--- config.mk ---
export PLATFORM = sky130hd
export DESIGN_NAME = eeprom_status_guard
export DESIGN_NICKNAME = d
export VERILOG_FILES = /design/src/rtl/eeprom_sr_pkg.sv /design/src/rtl/esr_block_guard.sv /design/src/rtl/esr_cycle_timer.sv /design/src/rtl/esr_status_regs.sv /design/src/rtl/eeprom_status_guard.sv
export SDC_FILE = /design/constraint.sdc
export NUM_CORES = 1
export LEC_CHECK = 0
export BUFFER_PORTS_ARGS = -buffer_cell sky130_fd_sc_hd__buf_4
export CORE_MARGIN = 2
export CORE_UTILIZATION = 45
export CTS_CLUSTER_SIZE = 25
export DETAILED_ROUTE_END_ITERATION = 7
export PLACE_DENSITY = 0.69
export RECOVER_POWER = 25
export SKIP_CTS_REPAIR_TIMING = 1
export SYNTH_ARGS = -nofsm -noshare
export SYNTH_HDL_FRONTEND = slang
export SYNTH_SLANG_ARGS = --single-unit
--- constraint.sdc ---
create_clock -name clk_i -period 3.7 [get_ports clk_i]
set_input_delay 0.74 -clock clk_i [delete_from_list [all_inputs] [get_ports clk_i]]
set_output_delay 0.74 -clock clk_i [all_outputs]
set_load 0.05 [all_outputs]
--- src/rtl/eeprom_sr_pkg.sv ---
package eeprom_sr_pkg;

  localparam int unsigned SR_W = 8;

  typedef enum logic [1:0] {
    BP_NONE = 2'b00,
    BP_QTR  = 2'b01,
    BP_HALF = 2'b10,
    BP_ALL  = 2'b11
  } bp_e;

  typedef struct packed {
    logic wpen;
    bp_e  bp;
    logic wel;
  } sr_state_t;

  function automatic logic [SR_W-1:0] pack_status(sr_state_t s, logic busy);
    return {s.wpen, 1'b0, 1'b1, 1'b0, s.bp, s.wel, busy};
  endfunction

endpackage

--- src/rtl/esr_block_guard.sv ---
module esr_block_guard
  import eeprom_sr_pkg::*;
#(
  parameter int unsigned ADDR_W = 11
) (
  input  logic [ADDR_W-1:0] addr_i,
  input  bp_e               bp_i,
  output logic              locked_o
);

  localparam int unsigned MSB = ADDR_W - 1;

  logic [1:0] top2;

  generate
    if (ADDR_W >= 2) begin : g_wide
      assign top2 = addr_i[MSB -: 2];
    end else begin : g_narrow
      assign top2 = {addr_i[0], addr_i[0]};
    end
  endgenerate

  always_comb begin
    unique case (bp_i)
      BP_NONE: locked_o = 1'b0;
      BP_QTR:  locked_o = (top2 == 2'b11);
      BP_HALF: locked_o = top2[1];
      default: locked_o = 1'b1;
    endcase
  end

endmodule

--- src/rtl/esr_cycle_timer.sv ---
module esr_cycle_timer #(
  parameter int unsigned CYCLE_CLKS = 50000
) (
  input  logic clk_i,
  input  logic rst_ni,
  input  logic start_i,
  output logic busy_o,
  output logic done_o
);

  localparam int unsigned CNT_W = $clog2(CYCLE_CLKS + 1);
  localparam logic [CNT_W-1:0] LOAD = CNT_W'(CYCLE_CLKS);

  logic [CNT_W-1:0] cnt_q;

  assign busy_o = (cnt_q != '0);
  assign done_o = (cnt_q == CNT_W'(1));

  always_ff @(posedge clk_i or negedge rst_ni) begin
    if (!rst_ni) begin
      cnt_q <= '0;
    end else if (busy_o) begin
      cnt_q <= cnt_q - CNT_W'(1);
    end else if (start_i) begin
      cnt_q <= LOAD;
    end
  end

  p_cnt_bound_r8: assert property (@(posedge clk_i) disable iff (!rst_ni)
    cnt_q <= LOAD);

  p_no_reload_r10: assert property (@(posedge clk_i) disable iff (!rst_ni)
    (busy_o && start_i) |=> (cnt_q == $past(cnt_q) - CNT_W'(1)));

endmodule

--- src/rtl/esr_status_regs.sv ---
module esr_status_regs
  import eeprom_sr_pkg::*;
(
  input  logic      clk_i,
  input  logic      rst_ni,
  input  logic      wren_i,
  input  logic      wrdi_i,
  input  logic      busy_i,
  input  logic      done_i,
  input  logic      sr_load_i,
  input  logic      wrsr_i,
  input  logic      sr_ok_i,
  input  logic      wpen_d_i,
  input  bp_e       bp_d_i,
  output sr_state_t sr_o
);

  sr_state_t sr_q;

  assign sr_o = sr_q;

  always_ff @(posedge clk_i or negedge rst_ni) begin
    if (!rst_ni) begin
      sr_q <= '{wpen: 1'b0, bp: BP_NONE, wel: 1'b0};
    end else begin
      if (sr_load_i) begin
        sr_q.wpen <= wpen_d_i;
        sr_q.bp   <= bp_d_i;
      end
      if (done_i) begin
        sr_q.wel <= 1'b0;
      end else if (!busy_i) begin
        if (wrdi_i)      sr_q.wel <= 1'b0;
        else if (wren_i) sr_q.wel <= 1'b1;
      end
    end
  end

  p_locked_sr_r6: assert property (@(posedge clk_i) disable iff (!rst_ni)
    (wrsr_i && !sr_ok_i) |=> ($stable(sr_q.wpen) && $stable(sr_q.bp)));

endmodule

--- src/rtl/eeprom_status_guard.sv ---
module eeprom_status_guard
  import eeprom_sr_pkg::*;
#(
  parameter int unsigned ADDR_W     = 11,
  parameter int unsigned CYCLE_CLKS = 50000
) (
  input  logic              clk_i,
  input  logic              rst_ni,
  input  logic              wren_i,
  input  logic              wrdi_i,
  input  logic              wrsr_i,
  input  logic              wr_commit_i,
  input  logic [ADDR_W-1:0] addr_i,
  input  logic [7:0]        sr_data_i,
  input  logic              wp_i,
  output logic [7:0]        status_o,
  output logic              addr_wr_ok_o,
  output logic              sr_wr_ok_o,
  output logic              busy_o
);

  sr_state_t sr;
  logic      locked, busy, done;
  logic      sr_go, arr_go;
  logic      unused_sr_bits;

  assign unused_sr_bits = ^{sr_data_i[6:4], sr_data_i[1:0]};

  esr_block_guard #(.ADDR_W(ADDR_W)) u_guard (
    .addr_i   (addr_i),
    .bp_i     (sr.bp),
    .locked_o (locked)
  );

  assign addr_wr_ok_o = sr.wel & ~locked;
  assign sr_wr_ok_o   = sr.wel & (~sr.wpen | wp_i);

  // status write wins over a same-cycle array commit
  assign sr_go  = wrsr_i & sr_wr_ok_o & ~busy;
  assign arr_go = wr_commit_i & ~wrsr_i & addr_wr_ok_o & ~busy;

  esr_cycle_timer #(.CYCLE_CLKS(CYCLE_CLKS)) u_timer (
    .clk_i   (clk_i),
    .rst_ni  (rst_ni),
    .start_i (sr_go | arr_go),
    .busy_o  (busy),
    .done_o  (done)
  );

  esr_status_regs u_regs (
    .clk_i     (clk_i),
    .rst_ni    (rst_ni),
    .wren_i    (wren_i),
    .wrdi_i    (wrdi_i),
    .busy_i    (busy),
    .done_i    (done),
    .sr_load_i (sr_go),
    .wrsr_i    (wrsr_i),
    .sr_ok_i   (sr_wr_ok_o),
    .wpen_d_i  (sr_data_i[7]),
    .bp_d_i    (bp_e'(sr_data_i[3:2])),
    .sr_o      (sr)
  );

  assign busy_o   = busy;
  assign status_o = pack_status(sr, busy);

  p_ok_needs_wel_r5: assert property (@(posedge clk_i) disable iff (!rst_ni)
    addr_wr_ok_o |-> status_o[1]);

  p_wel_clr_end_r9: assert property (@(posedge clk_i) disable iff (!rst_ni)
    $fell(busy_o) |-> !status_o[1]);

  p_fixed_bits_r2: assert property (@(posedge clk_i) disable iff (!rst_ni)
    status_o[6:4] == 3'b010);

endmodule

Yosys cells after proc, flatten, opt, wreduce, memory -nomap -nowiden
Index checks and enable logic that the tools add are counted.

word-level totals
  register bits = 20
  output and inout bits = 11

operators by class
  add/subtract/negate cells = 1
  equality and inequality tests = 5
  mux-type cells = 7
  bitwise logic cells = 13
  reduce and logical (&&, ||, !) cells = 5

operators with widths
  cell                                                    count
  two-way mux 16 bit                                      2
  equality test 16 x 1 -> 1 bit (second input constant)   1
  nonzero test 16 bit                                     1
  subtractor 16 x 1 -> 16 bit (second input constant)     1
  AND 1 bit                                               7
  equality test 2 bit (second input constant)             2
  two-way mux 1 bit                                       4
  NOT 1 bit                                               4
  one-hot mux 1 bit (3 select lines)                      1
  nonzero test 3 bit                                      1
  equality test 2 x 1 -> 1 bit (second input constant)    1
  logical NOT 2 bit                                       1
  inequality test 2 x 1 -> 1 bit (second input constant)  1
  bitwise OR 1 bit                                        2
  AND reduction 2 bit                                     1
  nonzero test 2 bit                                      1

Longest topological paths before layout
  depth after elaboration = 9
  mapped depth = 8
  mapped depth without buffers = 7

Cells and area by module
A second synthesis with hierarchy kept.

second synthesis, totals
  cells, all modules = 120
  area total of the unflattened synthesis = 1,229.9 um2

by module, submodules not included
  module               times used  cells an instance  area an instance (um2)
  esr_cycle_timer      1           93                 940.9
  esr_status_regs      1           11                 170.2
  eeprom_status_guard  1           13                 105.1
  esr_block_guard      1           3                  13.8

Least setup slack after synthesis
No wires, ideal clock.

  kind = in2reg
  start point = input wp_i
  end point = register u_regs.sr_q, in the netlist u_regs.sr_o[1]
  arrival time = 2,837 ps
  data required time = 3,575 ps
  slack = 738 ps
  stages = 4
  path buffers = 0
  path through = inv_1 -> a21boi_0 -> and3_1 -> mux2_2

between the ends
  word-level cells in the longest chain between the ends = 4

RTL lines
  what                     RTL line                   text
  start, declared          eeprom_status_guard.sv:15  input logic wp_i,
  bitwise OR 1 bit         eeprom_status_guard.sv:36  assign sr_wr_ok_o = sr.wel & (~sr.wpen | wp_i);
  AND 1 bit                eeprom_status_guard.sv:36
  named net sr_wr_ok_o     eeprom_status_guard.sv:18  output logic sr_wr_ok_o,
  AND 1 bit (2 in series)  eeprom_status_guard.sv:39  assign sr_go = wrsr_i & sr_wr_ok_o & ~busy;
  end signal, assigned     esr_status_regs.sv:24      sr_q <= '{wpen: 1'b0, bp: BP_NONE, wel: 1'b0};
  end, declared            esr_status_regs.sv:18      sr_state_t sr_q;

The timed path passes the listed nets, and every way through them passes these cells.
A chain may end at the register's enable or synchronous reset.

Worst setup path in the final report
  start point = register u_timer.cnt_q[14]
  end point = output busy_o

between the ends
  word-level cells in the longest chain between the ends = 1

RTL lines
  what                    RTL line                   text
  start, declared         esr_cycle_timer.sv:14      logic [CNT_W-1:0] cnt_q;
  start signal, assigned  esr_cycle_timer.sv:23      cnt_q <= cnt_q - CNT_W'(1);
  nonzero test 16 bit     esr_cycle_timer.sv:16      assign busy_o = (cnt_q != '0);
  end, declared           eeprom_status_guard.sv:19  output logic busy_o

No other way between the ends.

==> impl_results.md <==
* Total CTS buffers at 3
* Depth of the CTS H-tree at 1
* Fin area at approximately 0.0013 mm²
* Die W at 53.9 µm
* Storage cell area at 500 µm²
* Final period utilization at 0.713
* Critical path required time at between 2 and 3 ns
* I/O pin cnt at 37
* Ys Warns at 0
* Yosys cell types at 38
* Largest net degree at the start of global routing at 21
* Critical-path maximum fanout at 5
* Core box area at 0.00241 mm²
* Worst Tran Pin Value at 1.11 ns
* Slew Limit Fails at 0
* Placed Area at about 0.0013 mm²
* Vias at 863
* Count of input and output buffers at 19
* Avg WL per Cell at 14.1 µm
* CP Data Arrival Time at 1.90 ns
* Skew final at roughly 0.0075 ns
* Initial antenna violation count at 0
* Row cnt at 18
* Full die area at about 0.0029 mm²
* # Max-Cap Violations at 0
* 1st-iter DRT viols at 7
* Mapped Cells at 106
* Synth async-reset ratio at 1.00
* Share of Yosys cell area claimed by the top area cell type at 0.446
* Initial core utilization at 0.466
* CTS Buffer Depth at 2
* Setup_tns at 0 ns
* CTS sink cnt at 20
* Sequential share of the synthesized area at 0.446
* Layout cells sized above 1 at 0.282
* Fin. Hold Viols at 0
* Detailed Routing Iterations Pass 1 at 4
* Synthesized cell area at 0.00112 mm²
* CP startpoint kind: flip-flop
* Routed WL at 2.18 mm
* Drc violations at 0
* Detail Route Antenna Nets at 0
* Gpl congestion at 0.787
* GRT Total Usage at 0.165
* Syn avg cell area at 10.6 µm²
* Crit end category: output pin
* Root Driver: clkbuf_4
* Layout area overhead at 15.4%
* RSZ-0062 raised after global routing: no
* Skew-Pair Late Insertion Delay at 0.31 ns
* First-pass GRT wire length at about 3.4 mm
* Die height at ~54 µm
* Worst hold path type: flip-flop to flip-flop
* Flip-flop and latch count after synthesis at 20
* HPWL after DPL at around 1.6 mm
* GR Overflow Total at 0
* Area leader, netlist: dfrtp_1
* Max VDD drop at 0.380 mV
* Status: completed
* Vias per cell at 5.60
* Most frequent cells after synthesis: 20 x dfrtp_1, 10 x nor3_1, 5 x and3_1, 5 x mux2_2, 5 x nor2_1
* Layout net count at 154
* CTS tree: built
* Most used DFF post-synth: dfrtp_1
* Fillers at 210
* Ant. Diodes at 0
* Clk pin slew, worst setup/hold paths at roughly 0.12 ns
* FMAX at 0.379 GHz
* Setup-failing EPs final at 0
* Period minus WS final at roughly 2.6 ns
* Vias in the first global route at between 700 and 800
* WS Path Type: flip-flop to output pin
* Count leader, synth: dfrtp_1
* PwrDens at 523 mW/mm²
* LEAKAGE at 0.592 nW
* Post-synth EDFFs at 0
* Slew headroom at 0.261
* Synth top area cells: dfrtp_1 45%, mux2_2 5.0%, nor3_1 4.5%
* Multi-input gate area at 556 µm²
[registers in the layout, indices dropped and copies added, names as in the netlist]
name	count
u_regs.sr_o	4
u_timer.cnt_q	16
[worst paths after layout]
kind	start	end	slack, ns	cells after the start
worst max-delay path	u_timer.cnt_q[14]	busy_o	1.06	4
min in group asynchronous	rst_ni	u_timer.cnt_q[3]	0.61	1
worst min register to register	u_timer.cnt_q[9]	u_timer.cnt_q[9]	0.54	1
worst max register to register	u_timer.cnt_q[1]	u_timer.cnt_q[12]	1.44	6
max in group asynchronous	rst_ni	u_regs.sr_o[3]	2.43	1
worst min-delay path	u_timer.cnt_q[9]	u_timer.cnt_q[9]	0.54	1
[final cells by class]
cell class              instances  share of cell area
multi-input cells              75               0.429
flip-flops and latches         20               0.386
repair buffers                 20               0.113
well taps                      30              0.0290
clock buffers                   4              0.0280
inverters                       5              0.0145
[layer usage]
metal	up-vias	global-route usage	share of wire
li1	425	-	-
met1	424	0.230	0.46
met2	9	0.252	0.50
met3	5	0.0333	0.024
met4	0	0.0641	0.016
met5	-	0	0
[kinds of logic after synthesis]
| kind of cell | count (synthesis) | share of synthesized area |
|---|---|---|
| other cells | 2 | 0.00669 |
| fa+ha+maj | 3 | 0.0334 |
| mux | 6 | 0.0602 |
| xor+xnor | 1 | 0.00781 |
| compound gates | 21 | 0.148 |
| flops | 20 | 0.446 |
| buf+inv | 12 | 0.0624 |
| simple gates | 41 | 0.235 |
[layout by cell type (no fill, tap or decap), types with 4 or more instances in the layout]
cell type  Yosys  final
a211oi_1       4      4
a21o_1         4      4
and3_1         5      5
buf_4          4     19
dfrtp_1       20     20
inv_1          4      4
mux2_2         5      5
nor2_1         5      5
nor3_1        10     10
[critical path: stages, from the launching register on]
cell and delay, ns:
dfrtp_1 0.44, nor4_1 0.54, and4_1 0.34, inv_2 0.08, buf_4 0.19
[per-stage QoR]
stage	util	std cells	power, W	worst slack, ns	hold WS [ns]
2_1_floorplan	-	107	0.000499	0.738	0.444
3_3_place_gp	0.524	150	0.000539	1.39	0.520
3_5_place_dp	0.524	150	0.000553	1.39	0.521
4_1_cts	0.539	154	0.000683	1.10	0.295
5_1_grt	0.537	154	0.000724	0.900	0.574
6_report	0.537	154	0.000677	1.06	0.541
[power breakdown]
part           internal (W)  total [W]  switching [W]  leakage, nW
registers          0.000285   0.000373      0.0000878        0.239
logic             0.0000863   0.000174      0.0000874        0.331
clock network     0.0000602   0.000131      0.0000706       0.0210
total              0.000431   0.000677       0.000246        0.592
Note: power is estimated with default switching activity, not from simulation.
